==> src/rtl/wp_seq_pkg.sv <==
// Shared types and command codes for the write protection sequencer.
// Assumes byte-wide data; codes are zero-extended to the data width.
package wp_seq_pkg;

    // Matcher position: number of command bytes accepted so far
    typedef enum logic [2:0] {
        ST_IDLE = 3'd0,
        ST_K1   = 3'd1,
        ST_K2   = 3'd2,
        ST_R3   = 3'd3,
        ST_R4   = 3'd4,
        ST_R5   = 3'd5
    } seq_st_t;

    // Outcome of judging one write against the matcher position
    typedef struct packed {
        logic cmd;      // byte belongs to a sequence, never stored
        logic lock;     // lock sequence completed
        logic release_; // release sequence completed
    } step_ev_t;

    localparam logic [7:0] CODE_KEY1 = 8'hAA;
    localparam logic [7:0] CODE_KEY2 = 8'h55;
    localparam logic [7:0] CODE_LOCK = 8'hA0;
    localparam logic [7:0] CODE_ARM  = 8'h80;
    localparam logic [7:0] CODE_FREE = 8'h20;

endpackage

==> src/rtl/wp_step_match.sv <==
// Combinational step judge: compares one write against the byte the
// current matcher position expects and returns the next position and
// the events. Assumes the caller gates results with the write strobe.
module wp_step_match
    import wp_seq_pkg::*;
#(
    parameter int ADDR_W = 13,
    parameter int DATA_W = 8,
    parameter logic [ADDR_W-1:0] ADDR_P = 13'h1555,
    parameter logic [ADDR_W-1:0] ADDR_Q = 13'h0AAA
) (
    input  seq_st_t             cur,
    input  logic [ADDR_W-1:0]   addr,
    input  logic [DATA_W-1:0]   data,
    output seq_st_t             nxt,
    output step_ev_t            ev
);

    localparam logic [DATA_W-1:0] K1 = DATA_W'(CODE_KEY1);
    localparam logic [DATA_W-1:0] K2 = DATA_W'(CODE_KEY2);
    localparam logic [DATA_W-1:0] LK = DATA_W'(CODE_LOCK);
    localparam logic [DATA_W-1:0] AR = DATA_W'(CODE_ARM);
    localparam logic [DATA_W-1:0] FR = DATA_W'(CODE_FREE);

    logic at_p, at_q;

    // Decode which command address the write targets
    always_comb begin
        at_p = (addr == ADDR_P);
        at_q = (addr == ADDR_Q);
    end

    // Judge the byte against the expected step; a miss goes back to the start
    always_comb begin
        nxt = ST_IDLE;
        ev  = '0;
        case (cur)
            ST_IDLE: if (at_p && data == K1) begin nxt = ST_K1; ev.cmd = 1'b1; end
            ST_K1:   if (at_q && data == K2) begin nxt = ST_K2; ev.cmd = 1'b1; end
            ST_K2: begin
                if (at_p && data == LK) begin
                    ev.cmd  = 1'b1;
                    ev.lock = 1'b1;
                end else if (at_p && data == AR) begin
                    nxt    = ST_R3;
                    ev.cmd = 1'b1;
                end
            end
            ST_R3:   if (at_p && data == K1) begin nxt = ST_R4; ev.cmd = 1'b1; end
            ST_R4:   if (at_q && data == K2) begin nxt = ST_R5; ev.cmd = 1'b1; end
            ST_R5: begin
                if (at_p && data == FR) begin
                    ev.cmd      = 1'b1;
                    ev.release_ = 1'b1;
                end
            end
            default: nxt = ST_IDLE;
        endcase
    end

endmodule

==> src/rtl/wp_seq_track.sv <==
// Matcher position register. A lapse of the byte load window forces the
// position seen by the judge back to the start in the same cycle.
// Assumes load_lapse and wr_valid are single-cycle pulses.
module wp_seq_track
    import wp_seq_pkg::*;
(
    input  logic    clk,
    input  logic    rst_n,
    input  logic    wr_valid,
    input  logic    load_lapse,
    input  seq_st_t nxt,
    output seq_st_t cur_eff
);

    seq_st_t pos_q;

    // Position the judge works from this cycle
    always_comb cur_eff = load_lapse ? ST_IDLE : pos_q;

    // Advance on each write, otherwise hold the (possibly cleared) position
    always_ff @(posedge clk) begin
        if (!rst_n)        pos_q <= ST_IDLE;
        else if (wr_valid) pos_q <= nxt;
        else               pos_q <= cur_eff;
    end

endmodule

==> src/rtl/wp_mode_reg.sv <==
// Protection flag and write window. Lock sets both; release clears both;
// program start closes the window. Lock wins over a same-cycle program
// start so a window opened for the next page is not lost.
module wp_mode_reg (
    input  logic clk,
    input  logic rst_n,
    input  logic lock_ev,
    input  logic release_ev,
    input  logic prog_start,
    output logic protect_q,
    output logic window_q
);

    // Protection flag: held across program cycles
    always_ff @(posedge clk) begin
        if (!rst_n)          protect_q <= 1'b0;
        else if (release_ev) protect_q <= 1'b0;
        else if (lock_ev)    protect_q <= 1'b1;
    end

    // One-page write window following a lock
    always_ff @(posedge clk) begin
        if (!rst_n)          window_q <= 1'b0;
        else if (release_ev) window_q <= 1'b0;
        else if (lock_ev)    window_q <= 1'b1;
        else if (prog_start) window_q <= 1'b0;
    end

endmodule

==> src/rtl/wp_sequencer.sv <==
// Top of the write protection sequencer. Judges each captured write,
// tracks the command sequence and the mode, and produces a same-cycle
// commit enable for the page write controller.
module wp_sequencer
    import wp_seq_pkg::*;
#(
    parameter int ADDR_W = 13,
    parameter int DATA_W = 8,
    parameter logic [ADDR_W-1:0] ADDR_P = 13'h1555,
    parameter logic [ADDR_W-1:0] ADDR_Q = 13'h0AAA
) (
    input  logic              clk,
    input  logic              rst_n,
    input  logic              wr_valid,
    input  logic [ADDR_W-1:0] wr_addr,
    input  logic [DATA_W-1:0] wr_data,
    input  logic              load_lapse,
    input  logic              prog_start,
    output logic              commit_en,
    output logic              protect_on,
    output logic              window_open
);

    seq_st_t  cur_eff, nxt;
    step_ev_t ev;
    logic     lock_ev, release_ev;

    wp_seq_track u_track (
        .clk        (clk),
        .rst_n      (rst_n),
        .wr_valid   (wr_valid),
        .load_lapse (load_lapse),
        .nxt        (nxt),
        .cur_eff    (cur_eff)
    );

    wp_step_match #(
        .ADDR_W (ADDR_W),
        .DATA_W (DATA_W),
        .ADDR_P (ADDR_P),
        .ADDR_Q (ADDR_Q)
    ) u_match (
        .cur  (cur_eff),
        .addr (wr_addr),
        .data (wr_data),
        .nxt  (nxt),
        .ev   (ev)
    );

    // Events only count on a real write
    always_comb begin
        lock_ev    = wr_valid & ev.lock;
        release_ev = wr_valid & ev.release_;
    end

    wp_mode_reg u_mode (
        .clk        (clk),
        .rst_n      (rst_n),
        .lock_ev    (lock_ev),
        .release_ev (release_ev),
        .prog_start (prog_start),
        .protect_q  (protect_on),
        .window_q   (window_open)
    );

    // Store only non-command bytes, and only when the mode allows it
    always_comb commit_en = wr_valid & ~ev.cmd & (~protect_on | window_open);

endmodule


==> config.mk <==
export PLATFORM = sky130hd
export DESIGN_NAME = wp_sequencer
export DESIGN_NICKNAME = d
export VERILOG_FILES = /design/src/rtl/wp_seq_pkg.sv /design/src/rtl/wp_step_match.sv /design/src/rtl/wp_seq_track.sv /design/src/rtl/wp_mode_reg.sv /design/src/rtl/wp_sequencer.sv
export SDC_FILE = /design/constraint.sdc
export NUM_CORES = 1
export LEC_CHECK = 0
export ABC_AREA = 0
export BUFFER_PORTS_ARGS = -buffer_cell sky130_fd_sc_hd__buf_2
export CAP_MARGIN = 20
export CORE_MARGIN = 3
export CORE_UTILIZATION = 24
export DETAILED_ROUTE_END_ITERATION = 10
export GPL_ROUTABILITY_DRIVEN = 0
export PLACE_DENSITY = 0.55
export SYNTH_ARGS = -nofsm -noshare
export SYNTH_HDL_FRONTEND = slang
export SYNTH_SLANG_ARGS = --single-unit
export TNS_END_PERCENT = 5
==> constraint.sdc <==
create_clock -name clk -period 1.8 [get_ports clk]
set_clock_uncertainty 0.2 [all_clocks]
set_input_delay 0 -clock clk [delete_from_list [all_inputs] [get_ports clk]]
set_output_delay 0 -clock clk [all_outputs]
set_load 0.01 [all_outputs]
==> impl_metrics.py, run 1 <==
metrics = {
    "critical_path": {
        "path_class": "flip-flop to primary output",
        "critical_path_peak_fanout": 5,
        "required_ps": 1600,
        "cp_cell_sequence": "and4bb_2 -> buf_6 -> o2111ai_2 -> o211ai_1 -> a211oi_2 -> buf_2",
        "startpoint_type": "flip-flop",
        "cpPeakStageDelay_ps": 370,
        "cp.arrival_ps": 1640,
        "cpMaxStageDelayCell": "dfxtp_4",
        "worst_setup_path_end_kind": "primary output",
    },
    "floorplan": {
        "num_rows": 17,
        "initial_utilization": 0.262,
        "coreArea_um2": 2300,
        "die_area_um2": 3140,
        "chipHeight_um": 56.1,
        "num_io_pins": 29,
        "die_w_um": 56.1,
    },
    "placement": {
        "port_buffers": 28,
        "place_ws_ps": -127,
        "dp_hpwl_um": 1780,
        "placed_area_um2": 867,
        "dp_cells": 141,
    },
    "pwr": {
        "power_density_nw_per_um2": 314,
        "irDropWorstVdd_v": 0.000341,
        "cellLeakagePower_uw": 0.000428,
        "power_uw": 326,
    },
    "detailed_routing": {
        "wl_per_cell_um": 14.2,
        "viasPerCell": 5.46,
        "drtPass1Iterations": 4,
        "via_count": 825,
        "ant_nets": 0,
        "drt_iter0_drc": 18,
        "drcViolationCount": 0,
        "wl_um": 2140,
    },
    "logic_synthesis": {
        "synthTopCellsByArea": "dfxtp_1 17%, and4bb_2 6.2%, nor4bb_1 5.0%, nand3_1 4.2%, nand4_1 4.2%",
        "synthFlopType": "dfxtp_1",
        "ys_seq_area_frac": 0.166,
        "synth_edf_count": 0,
        "synth_largest_area_cell": "dfxtp_1",
        "ys.warnings.count": 0,
        "syn-num-nets": 101,
        "synth_seq_cells": 5,
        "synthCells": 75,
        "synthesis.area_um2": 602,
        "netlist.area_leader.share": 0.166,
        "syn_area_per_cell_um2": 8.02,
        "synth_cell_types": 38,
        "synthArstFlopShare": 0,
    },
    "clocking": {
        "cts_sinks": 5,
        "cts_tree": "done",
        "cts_max_level": 1,
        "clk_latency_ps": 240,
        "cts_root_buf": "clkbuf_4",
        "clock_path_buffers": 2,
        "clkTransAtPathRegs_ps": 40,
        "numCtsBuffers": 3,
    },
    "final_layout": {
        "syn_to_final_growth_pct": 72.6,
        "final_cells": 151,
        "final_area_um2": 1040,
        "nNetsFinal": 150,
        "final_common_cell": "buf_2",
        "antennaDiodeCount": 0,
        "layout_common_cells": "28 x buf_2, 10 x buf_4, 5 x inv_1, 5 x nand3_1, 5 x dlygate4sd3_1",
        "drive_gt1_frac": 0.537,
    },
    "sta": {
        "final.min_clock_period_ps": 1840,
        "clock.fmax_mhz": 544,
        "final.period_utilization": 1.02,
        "tightestPinTransition_ps": 443,
        "layout_setup_ws_ps": -37.1,
        "rsz0062_at_grt": "true",
        "max_slew_margin": 0.702,
        "finalSetupViolCount": 1,
        "finalHoldViolCount": 0,
        "drv_slew": 0,
    },
    "global_routing": {
        "grt_overflow_total": 0,
        "antenna_found_initial": 0,
        "grt_max_degree": 9,
        "first_global_vias": 825,
        "grt_pass1_wl_um": 3640,
        "grt.total_usage": 0.141,
    },
    "run": {
        "cap_viol_max_count": 0,
    },
    "run_status": {
        "status": "complete, but fails checks",
        "violations": "setup timing",
    },
    "worst_hold_path": {
        "hold_class": "input port to flip-flop",
    },
}
## path summary, 6_finish.rpt
check	start	to	slack [ps]	cells past startpoint
setup / recovery	u_track.pos_q[2]	commit_en	-40	6
setup reg to reg	u_track.pos_q[2]	u_track.pos_q[1]	30	5
hold / removal	wr_addr[1]	u_track.pos_q[2]	30	5
hold reg to reg	u_mode.protect_q	u_mode.protect_q	300	2
## cells by family after synthesis
| kind of cell | synth area share |
|---|---|
| compound gates | 0.177 |
| xor+xnor | 0.0146 |
| buf+inv | 0.0374 |
| flops | 0.166 |
| simple gates | 0.605 |
## report_power, final
group	total [uW]	switching (uW)	internal (uW)
clock	131	47.2	83.9
sequential	108	0.0000103	108
combinational	86.4	41.4	44.9
## metrics by stage
stage                     hold slack (ps)   util  TNS [ps]
after floorplan                     -79.5      -         0
after global placement               84.9  0.377      -157
after detailed placement             90.0  0.377      -202
after CTS                            25.7  0.432     -41.8
after global routing                 41.2  0.452      -180
final                                32.8  0.452     -37.1
## synth_stat cells (2+ instances only)
cell type	n
dfxtp_1	5
inv_1	5
nand3_1	5
nand4_1	4
nor4_1	4
a211oi_1	3
and4bb_2	3
nand2_1	3
nor3_1	3
nor4bb_1	3
nand2b_1	2
nand3b_1	2
nor2_1	2
nor2b_1	2
o2111ai_1	2
or2_2	2
or3_1	2
or4b_1	2
or4b_2	2
## per-layer routing
metal  up-vias  routed length, um  track usage
met4         0                  0       0.0169
met5         -                  0            0
met2        32                982        0.229
met3         0                178       0.0534
li1        408                  -            -
met1       385                981        0.183
## state kept, by name, summed over array words and instances (netlist names)
name and flops:
u_mode.window_q 1, u_mode.protect_q 1, u_track.pos_q 3
## repair_timing
action	4_1_cts	5_1_grt
hold endpoints to repair	5	0
pin swaps	5	7
setup buffers	1	0
endpoints found under the setup margin	3	5
gates resized for setup	10	9
hold buffers	5	0
## final cells by class
cell class                 instances  area (um^2)
tap                               28         35.0
sequential                         5          109
clock buffer                       4         26.3
inverter                           5         18.8
timing repair buffer              45          288
multi-input combinational         64          562
fill                             241         1260
## critical path, delay by kind of cell, from the launching register on
kind            cells  cell delay [ps]
compound gates      3              500
flops               1              370
buf+inv             2              280
simple gates        1              250
No activity file was read; power rests on OpenSTA's default activity.
==> run 2: changes to the inputs <==
--- a/config.mk
+++ b/config.mk
@@ -8,7 +8,7 @@
 export ABC_AREA = 0
 export BUFFER_PORTS_ARGS = -buffer_cell sky130_fd_sc_hd__buf_2
 export CAP_MARGIN = 20
-export CORE_MARGIN = 3
+export CORE_MARGIN = 8
 export CORE_UTILIZATION = 24
 export DETAILED_ROUTE_END_ITERATION = 10
 export GPL_ROUTABILITY_DRIVEN = 0
==> run 2 against run 1 <==
  * The run ends with hold timing, setup timing left
  * First-iteration DRC count increased by 94%
  * Routed wire length increased by 4.9%
  * Hold slack got worse by 33 ps
  * Worst setup slack improved by 18 ps
  * Final cell count decreased by 0.66%
  * Via count decreased by 1.3%
  * Clock power about the same
  * Global-route usage decreased by 4.0 points
  * Register-to-register slack about the same
  * Count of clock-buffer cells in the layout unchanged
  * Die area increased by 39%
  * Design area decreased by 4.0%
==> impl_metrics.py, run 2 (synthesis gave the netlist of run 1 again) <==
metrics = {
    "clocking": {
        "clk_latency_ps": 240,
        "clkTransAtPathRegs_ps": 40,
        "numCtsBuffers": 3,
        "cts_max_level": 1,
        "cts_tree": "done",
        "cts_root_buf": "clkbuf_4",
        "clock_path_buffers": 2,
        "postCtsSetupRepairBufs": 0,
        "cts_sinks": 5,
    },
    "sta": {
        "finalSetupViolCount": 1,
        "final.min_clock_period_ps": 1820,
        "drv_slew": 0,
        "tightestPinTransition_ps": 413,
        "max_slew_margin": 0.722,
        "finalHoldViolCount": 1,
        "holdWs_ps": -0.0398,
        "layout_setup_ws_ps": -19.0,
        "clock.fmax_mhz": 550,
        "rsz0062_at_grt": "true",
        "final.period_utilization": 1.01,
    },
    "critical_path": {
        "rr_startpoint": "u_track.pos_q[0]",
        "path_class": "input port to primary output",
        "r2r_slack_ps": 20,
        "crit_top_cell": "buf_2",
        "cpPeakStageDelay_ps": 550,
        "path_buf_inv": 2,
        "required_ps": 1600,
        "startpoint_type": "input port",
        "worst_r2r_path_depth": 4,
        "cp_cell_sequence": "buf_2 -> or4b_1 -> or4_4 -> a2111oi_4 -> a211oi_1 -> buf_2",
        "critical_path_peak_fanout": 4,
        "worst_setup_path_end_kind": "primary output",
        "worstReg2RegEnd": "u_mode.protect_q",
        "cpMaxStageDelayCell": "or4_4",
        "cp_top_family": "simple AND/OR/NAND/NOR gates",
        "cp.arrival_ps": 1620,
    },
    "detailed_routing": {
        "drt_iter0_drc": 35,
        "via_count": 814,
        "drcViolationCount": 0,
        "drtPass1Iterations": 4,
        "ant_nets": 0,
        "wl_um": 2250,
        "wl_per_cell_um": 15.0,
        "viasPerCell": 5.43,
    },
    "global_routing": {
        "grt_max_degree": 9,
        "grt_overflow_total": 0,
        "grt.total_usage": 0.101,
        "antenna_found_initial": 0,
        "first_global_vias": 864,
        "grt_pass1_wl_um": 3590,
    },
    "run_status": {
        "status": "complete, but fails checks",
        "violations": "hold timing, setup timing",
    },
    "worst_hold_path": {
        "min_from": "wr_addr[12]",
        "min_to": "u_track.pos_q[2]",
        "hold_class": "input port to flip-flop",
        "worstHoldPathCells": 5,
    },
    "final_layout": {
        "drive_gt1_frac": 0.492,
        "fill_cells": 259,
        "nNetsFinal": 147,
        "final_common_cell": "buf_2",
        "top_regs": "u_track.pos_q: 3 flops, u_mode.protect_q: 1 flops, u_mode.window_q: 1 flops",
        "final_util": 0.410,
        "layout_common_cells": "27 x buf_2, 8 x buf_4, 5 x inv_1, 5 x nand3_1, 5 x dlygate4sd3_1",
        "multi_input_area_um2": 538,
        "regArea_um2": 109,
        "final_area_um2": 997,
        "top_register": "u_track.pos_q",
        "antennaDiodeCount": 0,
        "largest_reg_flops": 3,
        "syn_to_final_growth_pct": 65.7,
    },
    "floorplan": {
        "coreArea_um2": 2430,
        "chipHeight_um": 66.1,
        "die_w_um": 66.1,
        "num_rows": 18,
        "die_area_um2": 4370,
        "initial_utilization": 0.247,
        "num_io_pins": 29,
    },
    "pwr": {
        "combPwrFrac": 0.264,
        "cellLeakagePower_uw": 0.000405,
        "power_density_nw_per_um2": 323,
        "intPower_uw": 237,
        "p_seq_frac": 0.336,
        "p_sw_uw": 85.1,
        "irDropWorstVdd_v": 0.000322,
        "clkPwrFrac": 0.399,
        "power_uw": 322,
        "switching_share": 0.265,
    },
    "run": {
        "cap_viol_max_count": 0,
    },
    "placement": {
        "port_buffers": 28,
        "dp_hpwl_um": 1770,
        "placed_area_um2": 862,
    },
}
-- run 2: changes by cell type in the layout (fill, tap and decap cells not counted), sizes merged --
cell | before | now
buf | 40 | 37
-- run 2: per-stage QoR --
| stage | setup TNS [ps] | std cells | setup WS [ps] |
|---|---|---|---|
| final | -19.0 | 150 | -19.0 |
| after floorplan | 0 | 75 | 0.486 |
| after detailed placement | -196 | 142 | -118 |
| after global placement | -171 | 142 | -116 |
| after CTS | -0.865 | 150 | -0.865 |
| after global routing | -136 | 150 | -64.9 |
-- run 2: area by class of cell --
cell class | count | share of cell area
clock buffers | 4 | 0.0263
multi-input cells | 64 | 0.540
repair buffers | 42 | 0.269
flip-flops and latches | 5 | 0.109
inverters | 5 | 0.0188
well taps | 30 | 0.0376
-- run 2: metal layers --
| metal | global-route usage | vias up | part of all wire | wire length (um) |
|---|---|---|---|---|
| met5 | 0 | - | 0 | 0 |
| met3 | 0.0424 | 2 | 0.085 | 190 |
| li1 | - | 405 | - | - |
| met4 | 0.0187 | 0 | 0.0093 | 21 |
| met1 | 0.116 | 376 | 0.45 | 1010 |
| met2 | 0.173 | 31 | 0.45 | 1020 |
-- run 2: timing repair --
item                       in CTS  in global routing
setup endpoints to repair       3                  3
hold endpoints to repair        5                  0
pin swaps                       6                  1
hold buffers                    5                  0
gates resized for setup        12                  3
-- run 2: worst max-delay path by stage --
stage | startpoint | cells after the start | slack, ps | end
final | wr_addr[10] | 6 | -20 | commit_en
after global routing | u_track.pos_q[0] | 4 | -60 | commit_en
after CTS | wr_addr[4] | 6 | -0.9 | commit_en
after detailed placement | wr_addr[4] | 6 | -120 | commit_en
after global placement | wr_addr[4] | 6 | -120 | commit_en
after floorplan | u_track.pos_q[0] | 5 | 0.5 | u_mode.protect_q
-- run 2: worst min-delay path, delay by kind of cell --
kind	cells	cell delay, ps
and+or+nand+nor	4	320
buffers and inverters	1	70
-- run 2: power by group through the flow --
stage / registers (uW) / logic [uW] / clock network [uW]
finish: 108 / 85.0 / 128
CTS: 108 / 81.6 / 133
floorplan: 113 / 23.1 / 0
global placement: 113 / 72.2 / 0
global route: 108 / 92.6 / 143
detailed placement: 113 / 73.2 / 0
==> run 3: changes to the inputs <==
--- a/config.mk
+++ b/config.mk
@@ -5,14 +5,15 @@
 export SDC_FILE = /design/constraint.sdc
 export NUM_CORES = 1
 export LEC_CHECK = 0
-export ABC_AREA = 0
-export BUFFER_PORTS_ARGS = -buffer_cell sky130_fd_sc_hd__buf_2
+export ABC_AREA = 1
+export BUFFER_PORTS_ARGS = -buffer_cell sky130_fd_sc_hd__buf_4
 export CAP_MARGIN = 20
+export CORE_ASPECT_RATIO = 0.5
 export CORE_MARGIN = 8
 export CORE_UTILIZATION = 24
 export DETAILED_ROUTE_END_ITERATION = 10
 export GPL_ROUTABILITY_DRIVEN = 0
-export PLACE_DENSITY = 0.55
+export PLACE_DENSITY = 0.54
 export SYNTH_ARGS = -nofsm -noshare
 export SYNTH_HDL_FRONTEND = slang
 export SYNTH_SLANG_ARGS = --single-unit
==> run 3 against run 2 <==
  * The flow now finishes without violations
  * Die area increased by 9.2%
  * Global-route usage decreased by 1.9 points
  * Non-clock buffer count decreased by 6
==> impl_metrics.py, run 3 <==
metrics = {
    "run_status": {
        "status": "completed",
    },
    "detailed_routing": {
        "wl_per_cell_um": 9.94,
        "ant_nets": 0,
        "drcViolationCount": 0,
        "viasPerCell": 4.31,
        "drtPass1Iterations": 4,
        "via_count": 897,
        "drt_iter0_drc": 49,
        "wl_um": 2070,
    },
    "critical_path": {
        "worst_setup_path_end_kind": "primary output",
        "cpPeakStageDelay_ps": 320,
        "required_ps": 1600,
        "critical_path_peak_fanout": 4,
        "cpMaxStageDelayCell": "dfxtp_1",
        "cp_cell_sequence": "inv_1 -> nor2_4 -> and3_2 -> nand3_1 -> nand3_1 -> nor3_2 -> buf_4",
        "path_class": "flip-flop to primary output",
        "cp.arrival_ps": 1500,
        "crit_top_cell": "nand3_1",
        "startpoint_type": "flip-flop",
    },
    "global_routing": {
        "grt-busiest-layer": "met2",
        "grt_util_met2": 0.136,
        "grt_pass1_wl_um": 3310,
        "use_met1": 0.102,
        "gr-usage-met3": 0.00704,
        "grt_max_degree": 9,
        "grt.total_usage": 0.0827,
        "antenna_found_initial": 0,
        "first_global_vias": 820,
        "grt_overflow_total": 0,
    },
    "logic_synthesis": {
        "ys_seq_area_frac": 0.152,
        "ys.warnings.count": 0,
        "synth_edf_count": 0,
        "synth_cell_types": 16,
        "synthTopCellsByArea": "nand2_1 18%, nor2_1 18%, dfxtp_1 15%, inv_1 13%, nand3_1 13%",
        "syn_area_per_cell_um2": 5.01,
        "synth_largest_area_cell": "nand2_1",
        "synthArstFlopShare": 0,
        "synthesis.area_um2": 657,
        "synth_seq_cells": 5,
        "ys_top_cells_by_count": "31 x nand2_1, 31 x nor2_1, 23 x inv_1",
        "synthFlopType": "dfxtp_1",
        "synthCells": 131,
        "syn-num-nets": 157,
        "netlist.area_leader.share": 0.177,
    },
    "final_layout": {
        "top_regs": "u_track.pos_q: 3 flops, u_mode.protect_q: 1 flops, u_mode.window_q: 1 flops",
        "fill_cells": 297,
        "nNetsFinal": 198,
        "top_register": "u_track.pos_q",
        "syn_to_final_growth_pct": 61.1,
        "final_common_cell": "nand2_1",
        "drive_gt1_frac": 0.263,
        "antennaDiodeCount": 0,
        "final_cells": 208,
        "layout_common_cells": "31 x nand2_1, 30 x nor2_1, 29 x buf_4",
        "largest_reg_flops": 3,
    },
    "floorplan": {
        "initial_utilization": 0.252,
        "die_area_um2": 4770,
        "coreArea_um2": 2600,
        "num_io_pins": 29,
        "num_rows": 13,
        "chipHeight_um": 53.0,
        "die_w_um": 90.0,
    },
    "pwr": {
        "p_seq_frac": 0.267,
        "power_uw": 418,
        "cellLeakagePower_uw": 0.000492,
        "switching_share": 0.239,
        "p_sw_uw": 100,
        "intPower_uw": 318,
        "power_density_nw_per_um2": 394,
        "irDropWorstVdd_v": 0.000148,
        "clkPwrFrac": 0.491,
        "combPwrFrac": 0.242,
    },
    "worst_hold_path": {
        "hold_class": "input port to flip-flop",
    },
    "clocking": {
        "clkTransAtPathRegs_ps": 40,
        "numCtsBuffers": 3,
        "clock_path_buffers": 2,
        "clk_latency_ps": 220,
        "cts_max_level": 1,
        "cts_sinks": 5,
        "cts_root_buf": "clkbuf_8",
        "cts_tree": "done",
    },
    "placement": {
        "dp_cells": 196,
        "dp_hpwl_um": 1710,
        "port_buffers": 28,
    },
    "sta": {
        "finalHoldViolCount": 0,
        "tightestPinTransition_ps": 267,
        "setup_tns_ps": 0,
        "final.min_clock_period_ps": 1700,
        "final.period_utilization": 0.946,
        "clock.fmax_mhz": 587,
        "finalSetupViolCount": 0,
        "drv_slew": 0,
        "rsz0062_at_grt": "false",
        "max_slew_margin": 0.822,
    },
    "run": {
        "cap_viol_max_count": 0,
    },
}
## run 3: through the flow
stage                     area, um^2  hold slack, ps   util  worst slack [ps]
after floorplan                  657           -75.3      -               434
after global placement           913            57.6  0.351               252
after detailed placement         913            56.1  0.351               264
after CTS                       1020             100  0.391              26.6
after global routing            1060             150  0.407              6.44
final                           1060             109  0.407              96.5
## run 3: worst paths after layout
| kind | start | to | slack (ps) | cells after the start |
|---|---|---|---|---|
| max | u_track.pos_q[2] | commit_en | 100 | 7 |
| min reg2reg | u_mode.protect_q | u_mode.protect_q | 280 | 2 |
| max reg2reg | u_track.pos_q[2] | u_track.pos_q[2] | 150 | 5 |
| min | wr_data[5] | u_track.pos_q[1] | 110 | 8 |
## run 3: power by group through the flow
stage	registers (uW)	clock network (uW)	logic, uW
final	111	205	101
after detailed placement	113	0	94.6
after CTS	111	209	100
after global routing	111	219	114
after global placement	113	0	94.4
after floorplan	113	0	35.0
## run 3: logic make-up (layout without fill, tap and decap cells)
kind of cell,count (synthesis),after routing,synth area share
simple gates,92,92,0.617
buf+inv,24,64,0.137
compound gates,10,10,0.0933
flops,5,5,0.152
## run 3: area by class of cell
cell class	count	area [um^2]	area share
Timing Repair Buffer	36	298	0.281
Clock buffer	4	45.0	0.0426
Sequential cell	5	100	0.0946
Inverter	24	90.1	0.0851
Multi-Input combinational cell	102	479	0.453
Tap cell	37	46.3	0.0437
## run 3: repair_timing
action | in CTS | in global routing
setup buffers | 0 | 2
resized for setup | 0 | 3
hold buffers | 6 | 0
endpoints found under the setup margin | 0 | 2
endpoints found under the hold margin | 5 | 0
## run 3: critical path: cells and delay by family (launching register included)
| family | cells | cell delay, ps |
|---|---|---|
| DFF | 1 | 320 |
| buffers and inverters | 2 | 230 |
| and+or+nand+nor | 5 | 720 |
## run 3: layer usage
layer	up-vias	wire length, um
li1	487	-
met1	378	991
met2	24	942
met3	8	60
met4	0	74
met5	-	0
